### src/rtl/mcart_pkg.sv
package mcart_pkg;

    localparam logic [15:0] ADR_BIG0   = 16'h8000;
    localparam logic [15:0] ADR_BIG1   = 16'hB000;
    localparam logic [15:0] ADR_BIG2   = 16'hB0FF;
    localparam logic [15:0] ADR_BIG3   = 16'hB1FF;
    localparam logic [15:0] ADR_MODE   = 16'h8100;
    localparam logic [15:0] ADR_PRG    = 16'h8300;
    localparam logic [15:0] ADR_CHR    = 16'h8310;
    localparam logic [15:0] ADR_SCR    = 16'h5100;

    // Banking configuration seen by the translators.
    typedef struct packed {
        logic [7:0][7:0] chr_sel;   // pattern bank bytes, index = slot
        logic [2:0][7:0] prg_sel;   // program window bytes, windows 0..2
        logic [5:0]      big_sel;   // 32KB bank value (masked to 6 bits)
        logic            wide_prg;  // 1 = 32KB program layout
        logic [1:0]      mirror;    // nametable arrangement
        logic            chr_pair;  // 2KB pattern flag
        logic            chr_lock1k;// sticky 1KB lock
    } bank_cfg_t;

    typedef struct packed {
        bank_cfg_t       cfg;
        logic [3:0][7:0] scratch;
    } reg_state_t;

    function automatic logic is_big_alias(input logic [15:0] a);
        return (a == ADR_BIG0) || (a == ADR_BIG1) ||
               (a == ADR_BIG2) || (a == ADR_BIG3);
    endfunction

endpackage

### src/rtl/mcart_regs.sv
module mcart_regs
    import mcart_pkg::*;
(
    input  logic        clk,
    input  logic        rst_n,
    input  logic        wr_en,
    input  logic [15:0] addr,
    input  logic [7:0]  wdata,
    output bank_cfg_t   cfg,
    output logic [7:0]  rdata
);

    reg_state_t st_d, st_q;

    logic hit_big, hit_mode, hit_prg, hit_chr, hit_scr, hit_lock;

    always_comb begin
        hit_big  = is_big_alias(addr);
        hit_mode = (addr == ADR_MODE);
        hit_prg  = (addr[15:2] == ADR_PRG[15:2]) && (addr[1:0] != 2'b11);
        hit_chr  = (addr[15:3] == ADR_CHR[15:3]);
        hit_scr  = (addr[15:2] == ADR_SCR[15:2]);
        hit_lock = hit_chr && (addr[2:0] inside {3'd2, 3'd3, 3'd4, 3'd5});
    end

    always_comb begin
        st_d = st_q;
        if (wr_en) begin
            if (hit_big) begin
                st_d.cfg.big_sel  = wdata[5:0];
                st_d.cfg.wide_prg = 1'b1;
                st_d.cfg.chr_pair = 1'b1;
            end else if (hit_mode) begin
                // bit 6 of the data is not taken: program mode is kept
                st_d.cfg.mirror = wdata[1:0];
            end else if (hit_prg) begin
                st_d.cfg.prg_sel[addr[1:0]] = wdata;
                st_d.cfg.wide_prg           = 1'b0;
            end else if (hit_chr) begin
                st_d.cfg.chr_sel[addr[2:0]] = wdata;
                if (hit_lock) begin
                    st_d.cfg.chr_lock1k = 1'b1;
                end
            end else if (hit_scr) begin
                st_d.scratch[addr[1:0]] = wdata;
            end
        end
    end

    always_ff @(posedge clk) begin
        if (!rst_n) begin
            st_q <= '0;
        end else begin
            st_q <= st_d;
        end
    end

    always_comb begin
        cfg   = st_q.cfg;
        rdata = hit_scr ? st_q.scratch[addr[1:0]] : 8'h00;
    end

    // a big-bank write enters 32KB mode and arms the 2KB pattern flag
    a_r3_big_write: assert property (@(posedge clk) disable iff (!rst_n)
        (wr_en && hit_big) |=> (st_q.cfg.wide_prg && st_q.cfg.chr_pair));

    // a program window write leaves 32KB mode
    a_r5_leave_wide: assert property (@(posedge clk) disable iff (!rst_n)
        (wr_en && hit_prg) |=> !st_q.cfg.wide_prg);

    // a mode write keeps the program mode
    a_r6_keep_wide: assert property (@(posedge clk) disable iff (!rst_n)
        (wr_en && hit_mode) |=> (st_q.cfg.wide_prg == $past(st_q.cfg.wide_prg)));

    // the 1KB lock never drops outside reset
    a_r9_lock_sticky: assert property (@(posedge clk) disable iff (!rst_n)
        st_q.cfg.chr_lock1k |=> st_q.cfg.chr_lock1k);

    // undecoded writes leave all state untouched
    a_r12_undecoded: assert property (@(posedge clk) disable iff (!rst_n)
        (wr_en && !(hit_big || hit_mode || hit_prg || hit_chr || hit_scr))
        |=> (st_q == $past(st_q)));

endmodule

### src/rtl/mcart_prg_map.sv
module mcart_prg_map #(
    parameter int PRG_BANKS = 24,
    localparam int PRG_BW   = (PRG_BANKS > 1) ? $clog2(PRG_BANKS) : 1,
    localparam int PRG_AW   = PRG_BW + 13
) (
    input  logic [1:0]      win,
    input  logic [12:0]     offs,
    input  logic            wide_prg,
    input  logic [5:0]      big_sel,
    input  logic [2:0][7:0] prg_sel,
    output logic [PRG_AW-1:0] rom_addr
);

    logic [3:0][PRG_BW-1:0] win_bank;

    for (genvar w = 0; w < 4; w++) begin : g_win
        logic [31:0] raw;
        always_comb begin
            if (wide_prg) begin
                if (w < 2) begin
                    raw = 32'({big_sel, 1'b0}) + 32'(w % 2);
                end else begin
                    raw = 32'({big_sel[5:4], 4'hF, 1'b0}) + 32'(w % 2);
                end
            end else begin
                if (w < 3) begin
                    raw = 32'(prg_sel[w]);
                end else begin
                    raw = 32'(PRG_BANKS - 1);
                end
            end
            win_bank[w] = PRG_BW'(raw % 32'(PRG_BANKS));
        end
    end

    always_comb begin
        rom_addr = {win_bank[win], offs};
    end

endmodule

### src/rtl/mcart_chr_map.sv
module mcart_chr_map #(
    parameter int CHR_BANKS = 48,
    localparam int CHR_BW   = (CHR_BANKS > 1) ? $clog2(CHR_BANKS) : 1,
    localparam int CHR_AW   = CHR_BW + 10
) (
    input  logic [2:0]      slot,
    input  logic [9:0]      offs,
    input  logic            pair_mode,
    input  logic [1:0]      ext,
    input  logic [7:0][7:0] chr_sel,
    output logic [CHR_AW-1:0] rom_addr
);

    logic [7:0][CHR_BW-1:0] slot_bank;

    for (genvar s = 0; s < 8; s++) begin : g_slot
        // source byte for the slot pair: pairs 0,1 use bytes 0,1; pairs 2,3 use bytes 6,7
        localparam int PAIR_SRC = (s < 4) ? (s / 2) : (s / 2 + 4);
        logic [31:0] raw;
        always_comb begin
            if (pair_mode) begin
                raw = 32'({chr_sel[PAIR_SRC], 1'b0}) + 32'(s % 2);
            end else begin
                raw = 32'({ext, 8'h00} | {2'b00, chr_sel[s]});
            end
            slot_bank[s] = CHR_BW'(raw % 32'(CHR_BANKS));
        end
    end

    always_comb begin
        rom_addr = {slot_bank[slot], offs};
    end

endmodule

### src/rtl/mcart_bank_mapper.sv
module mcart_bank_mapper
    import mcart_pkg::*;
#(
    parameter int PRG_BANKS = 24,
    parameter int CHR_BANKS = 48,
    localparam int PRG_BW   = (PRG_BANKS > 1) ? $clog2(PRG_BANKS) : 1,
    localparam int CHR_BW   = (CHR_BANKS > 1) ? $clog2(CHR_BANKS) : 1,
    localparam int PRG_AW   = PRG_BW + 13,
    localparam int CHR_AW   = CHR_BW + 10
) (
    input  logic              clk,
    input  logic              rst_n,
    input  logic [15:0]       cpu_addr,
    input  logic [7:0]        cpu_wdata,
    input  logic              cpu_we,
    output logic [7:0]        cpu_rdata,
    input  logic [12:0]       ppu_addr,
    output logic [PRG_AW-1:0] prg_rom_addr,
    output logic [CHR_AW-1:0] chr_rom_addr,
    output logic [1:0]        mirror_mode
);

    bank_cfg_t cfg;
    logic      pair_eff;

    mcart_regs u_regs (
        .clk   (clk),
        .rst_n (rst_n),
        .wr_en (cpu_we),
        .addr  (cpu_addr),
        .wdata (cpu_wdata),
        .cfg   (cfg),
        .rdata (cpu_rdata)
    );

    always_comb begin
        pair_eff    = cfg.chr_pair && !cfg.chr_lock1k;
        mirror_mode = cfg.mirror;
    end

    mcart_prg_map #(.PRG_BANKS(PRG_BANKS)) u_prg (
        .win      (cpu_addr[14:13]),
        .offs     (cpu_addr[12:0]),
        .wide_prg (cfg.wide_prg),
        .big_sel  (cfg.big_sel),
        .prg_sel  (cfg.prg_sel),
        .rom_addr (prg_rom_addr)
    );

    mcart_chr_map #(.CHR_BANKS(CHR_BANKS)) u_chr (
        .slot      (ppu_addr[12:10]),
        .offs      (ppu_addr[9:0]),
        .pair_mode (pair_eff),
        .ext       (cfg.big_sel[5:4]),
        .chr_sel   (cfg.chr_sel),
        .rom_addr  (chr_rom_addr)
    );

    // the top window in 8KB mode is pinned to the last bank
    a_r2_top_window: assert property (@(posedge clk) disable iff (!rst_n)
        (!cfg.wide_prg && cpu_addr[15:13] == 3'b111)
        |-> (prg_rom_addr[PRG_AW-1:13] == PRG_BW'(PRG_BANKS - 1)));

    // translated banks stay inside the configured ROM sizes
    a_r11_prg_range: assert property (@(posedge clk) disable iff (!rst_n)
        32'(prg_rom_addr[PRG_AW-1:13]) < 32'(PRG_BANKS));
    a_r11_chr_range: assert property (@(posedge clk) disable iff (!rst_n)
        32'(chr_rom_addr[CHR_AW-1:10]) < 32'(CHR_BANKS));

    // the switch-read address returns zero
    a_r10_dip_zero: assert property (@(posedge clk) disable iff (!rst_n)
        (cpu_addr == 16'h5000) |-> (cpu_rdata == 8'h00));

endmodule

### config.mk
export PLATFORM = sky130hd
export DESIGN_NAME = mcart_bank_mapper
export DESIGN_NICKNAME = d
export VERILOG_FILES = /design/src/rtl/mcart_pkg.sv /design/src/rtl/mcart_regs.sv /design/src/rtl/mcart_prg_map.sv /design/src/rtl/mcart_chr_map.sv /design/src/rtl/mcart_bank_mapper.sv
export SDC_FILE = /design/constraint.sdc
export NUM_CORES = 1
export LEC_CHECK = 0
export BUFFER_PORTS_ARGS = -buffer_cell sky130_fd_sc_hd__buf_2
export CAP_MARGIN = 5
export CORE_UTILIZATION = 50
export DETAILED_ROUTE_END_ITERATION = 8
export GPL_ROUTABILITY_DRIVEN = 0
export GPL_TIMING_DRIVEN = 0
export PLACE_DENSITY_LB_ADDON = 0.3
export REMOVE_ABC_BUFFERS = 1
export SLEW_MARGIN = 20
export SYNTH_ARGS = -nofsm -noshare
export SYNTH_HDL_FRONTEND = slang
export SYNTH_SLANG_ARGS = --single-unit
### constraint.sdc
create_clock -name clk -period 11.05 [get_ports clk]
set_clock_uncertainty 0.05 [all_clocks]
set_input_delay 1.105 -clock clk [delete_from_list [all_inputs] [get_ports clk]]
set_output_delay 1.105 -clock clk [all_outputs]
set_load 0.1 [all_outputs]
* Word level (Yosys, flattened, before mapping)
Cells that the tools add are included. W data, S select, Z words.
Storage, ports and cells: bits in registers 131, output and inout port bits 44, bits in writable memories 0, bits in latches 0, memories kept 0, memory bits (read-only) 0, word-level logic and storage cells 117
Cells by class: reductions and logical operators 18, bitwise logic cells 12, shift-type cells 0, mux-type cells 29, divide/modulo/power cells 12, order comparisons 6, multipliers 0, eq/ne operators 14, add/subtract/negate cells 6
Operators by type and width (count):
- $mux W32 | 10
- $mod A32 B6 Y32 const B | 8
- $mod A32 B5 Y32 const B | 4
- $eq A16 B16 Y1 const B | 5
- $or A10 B8 Y10 | 8
- $bwmux W64 | 1
- $mux W8 | 6
- $add A9 B1 Y10 const B | 4
- $bwmux W32 | 1
- $bwmux W24 | 1
- $demux W8 S3 | 1
- $bmux W6 S3 | 1
- $add A7 B1 Y8 const B | 2
- $bmux W8 S2 | 1
- $demux W8 S2 | 1
- $eq A14 B13 Y1 const B | 1
- $eq A14 B14 Y1 const B | 1
- $eq A13 B13 Y1 const B | 1
- $reduce_and A6 Y1 | 2
- $bmux W5 S2 | 1
- $lt A3 B4 Y1 const B | 2
- $eq A3 B2 Y1 const B | 2
- $eq A3 B3 Y1 const B | 2
- $lt A2 B3 Y1 const B | 2
- other kinds (17) | 29

* Depth between registers and ports, before layout
word-level depth 6, depth in mapped cells 19

* Modules after synthesis
Synthesis repeated with hierarchy kept, for this count alone.
Second synthesis, totals: cells, all modules 1269, area, all modules 10423.7 um^2
By module, submodules not included:
- mcart_regs | area each 5899.4 um^2, seq. area each 2622.5 um^2, cells an instance 610, instances 1
- mcart_chr_map | area each 3329.4 um^2, seq. area each 0.0 um^2, cells an instance 491, instances 1
- mcart_prg_map | area each 1181.1 um^2, seq. area each 0.0 um^2, cells an instance 167, instances 1
- mcart_bank_mapper | area each 13.8 um^2, seq. area each 0.0 um^2, cells an instance 1, instances 1

* Worst setup path after synthesis
Ideal clock, no wire load.
path type reg-to-output, start point register u_regs.st_q (netlist bit u_regs.cfg[1]), end point output port chr_rom_addr[14], data arrival time 4.506 ns, stages on the path, launching flop included 19, setup slack 5.389 ns, path through dfxtp_1 > nor2b_1 > buf_2 > buf_2 > buf_2 > buf_1 > clkbuf_1 > nand2_1 > nand2_1 > ha_1 > nand2b_1 > a221oi_1 > or4_1 > o211ai_2 > mux2i_1 > mux2i_1 > nor3_1 > o31ai_1 > o311ai_2
On the way: word-level cells in the longest chain between the ends 5, elaborated cells between the ends (all ways) 19, classes of those cells div (8); mux (10); reduce/logical (1)
Ends and longest elaborated chain:
- start: declaration | RTL line mcart_regs.sv:13 | reg_state_t st_d, st_q;
- start signal: assignment | RTL line mcart_regs.sv:54 | st_q <= st_d;
- $logic_and A1 B1 Y1 (*) | RTL line mcart_bank_mapper.sv:37 | pair_eff = cfg.chr_pair && !cfg.chr_lock1k;
- $mux W32 | RTL line mcart_chr_map.sv:21 | if (pair_mode) begin
- $mod A32 B6 Y32 | RTL line mcart_chr_map.sv:26 | slot_bank[s] = CHR_BW'(raw % 32'(CHR_BANKS));
- $bmux W6 S3 (*) | RTL line mcart_chr_map.sv:31 | rom_addr = {slot_bank[slot], offs};
- $mux W6 (implied by the code) (*) | RTL line mcart_chr_map.sv:31
- end: declaration | RTL line mcart_bank_mapper.sv:19 | output logic [CHR_AW-1:0] chr_rom_addr,
Every way passes the cells marked *; elsewhere a longest branch is shown, timed or not. The select of a mux whose other input is x is not followed.

* Worst setup path in the final report
start point register u_regs.st_q (netlist bit u_regs.cfg[0]), end point output port chr_rom_addr[15]
On the way: word-level cells in the longest chain between the ends 6, elaborated cells between the ends (all ways) 20, classes of those cells div (8); mux (10); reduce/logical (2)
Ends and longest elaborated chain (RTL line):
- $logic_not A1 Y1 (*) | mcart_bank_mapper.sv:37
- $logic_and A1 B1 Y1 (*) | mcart_bank_mapper.sv:37
- $mux W32 | mcart_chr_map.sv:21
- $mod A32 B6 Y32 | mcart_chr_map.sv:26
- $bmux W6 S3 (*) | mcart_chr_map.sv:31
- $mux W6 (implied by the code) (*) | mcart_chr_map.sv:31
Marked as above.

==> flow_summary.yaml <==
synthesis:
  ys_types: 87
  synth_enable_flop_cells: 0
  synth_area_leaders: "dfxtp_1 26%, mux2i_1 15%, nor2b_1 8.1%"
  synth.top_cell.area_share: 0.261
  synth-main-ff-cell: "dfxtp_1"
  syn_area_um2: 10100
  avgSynthCellArea_um2: 8.35
  ys_seq_area_frac: 0.261
  yosysWarnings: 0
  syn_inst: 1205
  yosys_register_bits: 131
  async_flop_share: 0
  yosys.area.top_type: "dfxtp_1"
finish:
  drive_gt1_frac: 0.134
  n_antenna_cell: 0
  synthToLayoutAreaGrowth_pct: 7.61
  n_fill_cell: 1772
  seq_area_um2: 2620
  nets: 1227
  multi_input_area_um2: 6780
critical_path:
  worstPathRequired_ps: 9900
  start_kind: "flip-flop"
  critPathLaunch: "u_regs.cfg[0]"
  crit_arrival_ps: 5230
  crit_fanout: 63
  regToRegStartpoint: "u_regs.cfg[9]"
  end_kind: "output pin"
  critical_path_class: "flip-flop to output pin"
timing:
  fmax_ghz: 0.157
  finalCriticalPeriod_ps: 6390
  fin_crit_sh: 0.578
  finalSetupTns_ps: 0
  max_slew_margin: 0.308
  hold_viol: 0
  worstMarginPinSlew_ps: 1040
  setup_viol: 0
  rsz0062_at_grt: "no"
  slew_violations: 0
floorplanning:
  die_h_um: 144
  num_rows: 51
  die_x_um: 144
  ios: 84
  coreArea_um2: 19600
  initial_utilization: 0.513
  dieArea_um2: 20700
hold_path:
  worstHoldStart: "u_regs.cfg[72]"
  min-delay-path-class: "flip-flop to flip-flop"
global_routing:
  grt_pass1_vias: 8115
  track_usage: 0.254
  grt_remaining_overflow: 0
  grt_pass1_wl_mm: 41.6
  grt_max_degree: 91
  antenna_found_initial: 0
route:
  dr.pass1.iters: 6
  viasPerCell: 6.15
  wl_per_cell_um: 17.8
  num_vias: 8918
  wl_mm: 25.8
  drc: 0
  drt_iter0_drc: 729
  antenna_left: 0
clocking:
  cts.sinks: 131
  clk_latency_ps: 410
  cts_resized: 0
  tritoncts: "yes"
  cts_buffer_depth: 2
  holdBufCountCts: 0
  root_buffer: "clkbuf_16"
  post_cts_buffers: 0
  htree_levels: 4
  cts.clk_slew.worst_paths_ps: 50
  cts-buffers-inserted: 17
status:
  status: "complete, no violations"
placement:
  io_buffer_count: 63
  dp_hpwl_mm: 17.5
pwr:
  p_leak_nw: 4.13
  ir_drop_mv: 0.101
  powerDensity_nw_per_um2: 103
  power_mw: 1.12
job:
  max_cap_viol_count: 0
sequential cells by signal (all words and copies together), names as in the netlist:
| name | cells |
|---|---|
| u_regs.cfg | 99 |
| u_regs.st_q | 32 |
cells in the mapped netlist (14+ instances only):
master,count
a21boi_0,22
a21o_1,17
a21oi_1,46
and3_1,19
buf_2,17
buf_4,27
clkbuf_1,66
dfxtp_1,131
inv_1,20
mux2i_1,151
mux4_2,14
nand2_1,93
nand2b_1,27
nand3_1,32
nor2_1,39
nor2b_1,130
nor3_1,27
nor4_1,14
o21ai_0,57
or3_1,16
xnor2_1,14
critical path: stages (launching register included):
cell,delay (ps)
dfxtp_1,810
nand2b_4,450
buf_16,300
nand2_1,300
nand2_1,160
ha_1,240
nand3b_1,180
and4_1,290
or3_1,380
a21oi_1,110
o2111ai_1,180
o2111ai_1,230
o311ai_1,140
a2111oi_2,370
a221o_1,200
buf_2,440
power by group:
group,switching (mW),internal (mW)
combinational,0.0670,0.0221
clock,0.200,0.357
sequential,0.0000106,0.473
metrics by stage:
| stage | cell area [um^2] | hold WS [ps] | std cells | utilization | setup WS, ps |
|---|---|---|---|---|---|
| global route | 10800 | 455 | 1451 | 0.552 | 4440 |
| detailed placement | 10200 | 408 | 1419 | 0.522 | 5160 |
| floorplan | 9460 | 390 | 1087 | - | 2870 |
| global placement | 10100 | 407 | 1415 | 0.516 | 777 |
| finish | 10800 | 413 | 1451 | 0.552 | 4660 |
| CTS | 10800 | 416 | 1451 | 0.552 | 4720 |
routing by layer:
layer  GRT usage  vias up  wire length (um)
met5           0        -                 0
li1            -     4301                 -
met3      0.0413       34              1380
met4      0.0655        0               356
met2       0.418      313             12000
met1       0.344     4270             12100
kinds of logic after synthesis:
logic type      share of synthesized area
fa+ha+maj                          0.0182
simple gates                        0.263
flops                               0.261
compound gates                      0.173
xor+xnor                           0.0183
mux                                 0.199
buf+inv                            0.0674
final cells by class:
type                    instances  area share
inverters                      22     0.00763
flip-flops and latches        131       0.242
multi-input cells             934       0.626
clock inverters                12      0.0127
clock buffers                  20      0.0413
well taps                     265      0.0306
repair buffers                 67      0.0388
path summary, 6_finish.rpt:
path,end,slack [ps],depth (start not counted)
worst min register to register,u_regs.cfg[72],410,2
worst max-delay path,chr_rom_addr[15],4660,15
worst max register to register,u_regs.cfg[9],9630,2
worst min-delay path,u_regs.cfg[72],410,2
cells in the final DEF, fill, tap and decap left out, drive strengths merged, types with 16 or more instances in the layout:
master	instances
a21boi	22
a21o	17
a21oi	49
and3	19
buf	67
clkbuf	20
dfxtp	131
inv	21
mux2i	153
nand2	93
nand2b	27
nand3	33
nor2	47
nor2b	130
nor3	30
o21ai	60
or3	16
No activity file was read; power rests on OpenSTA's default activity.
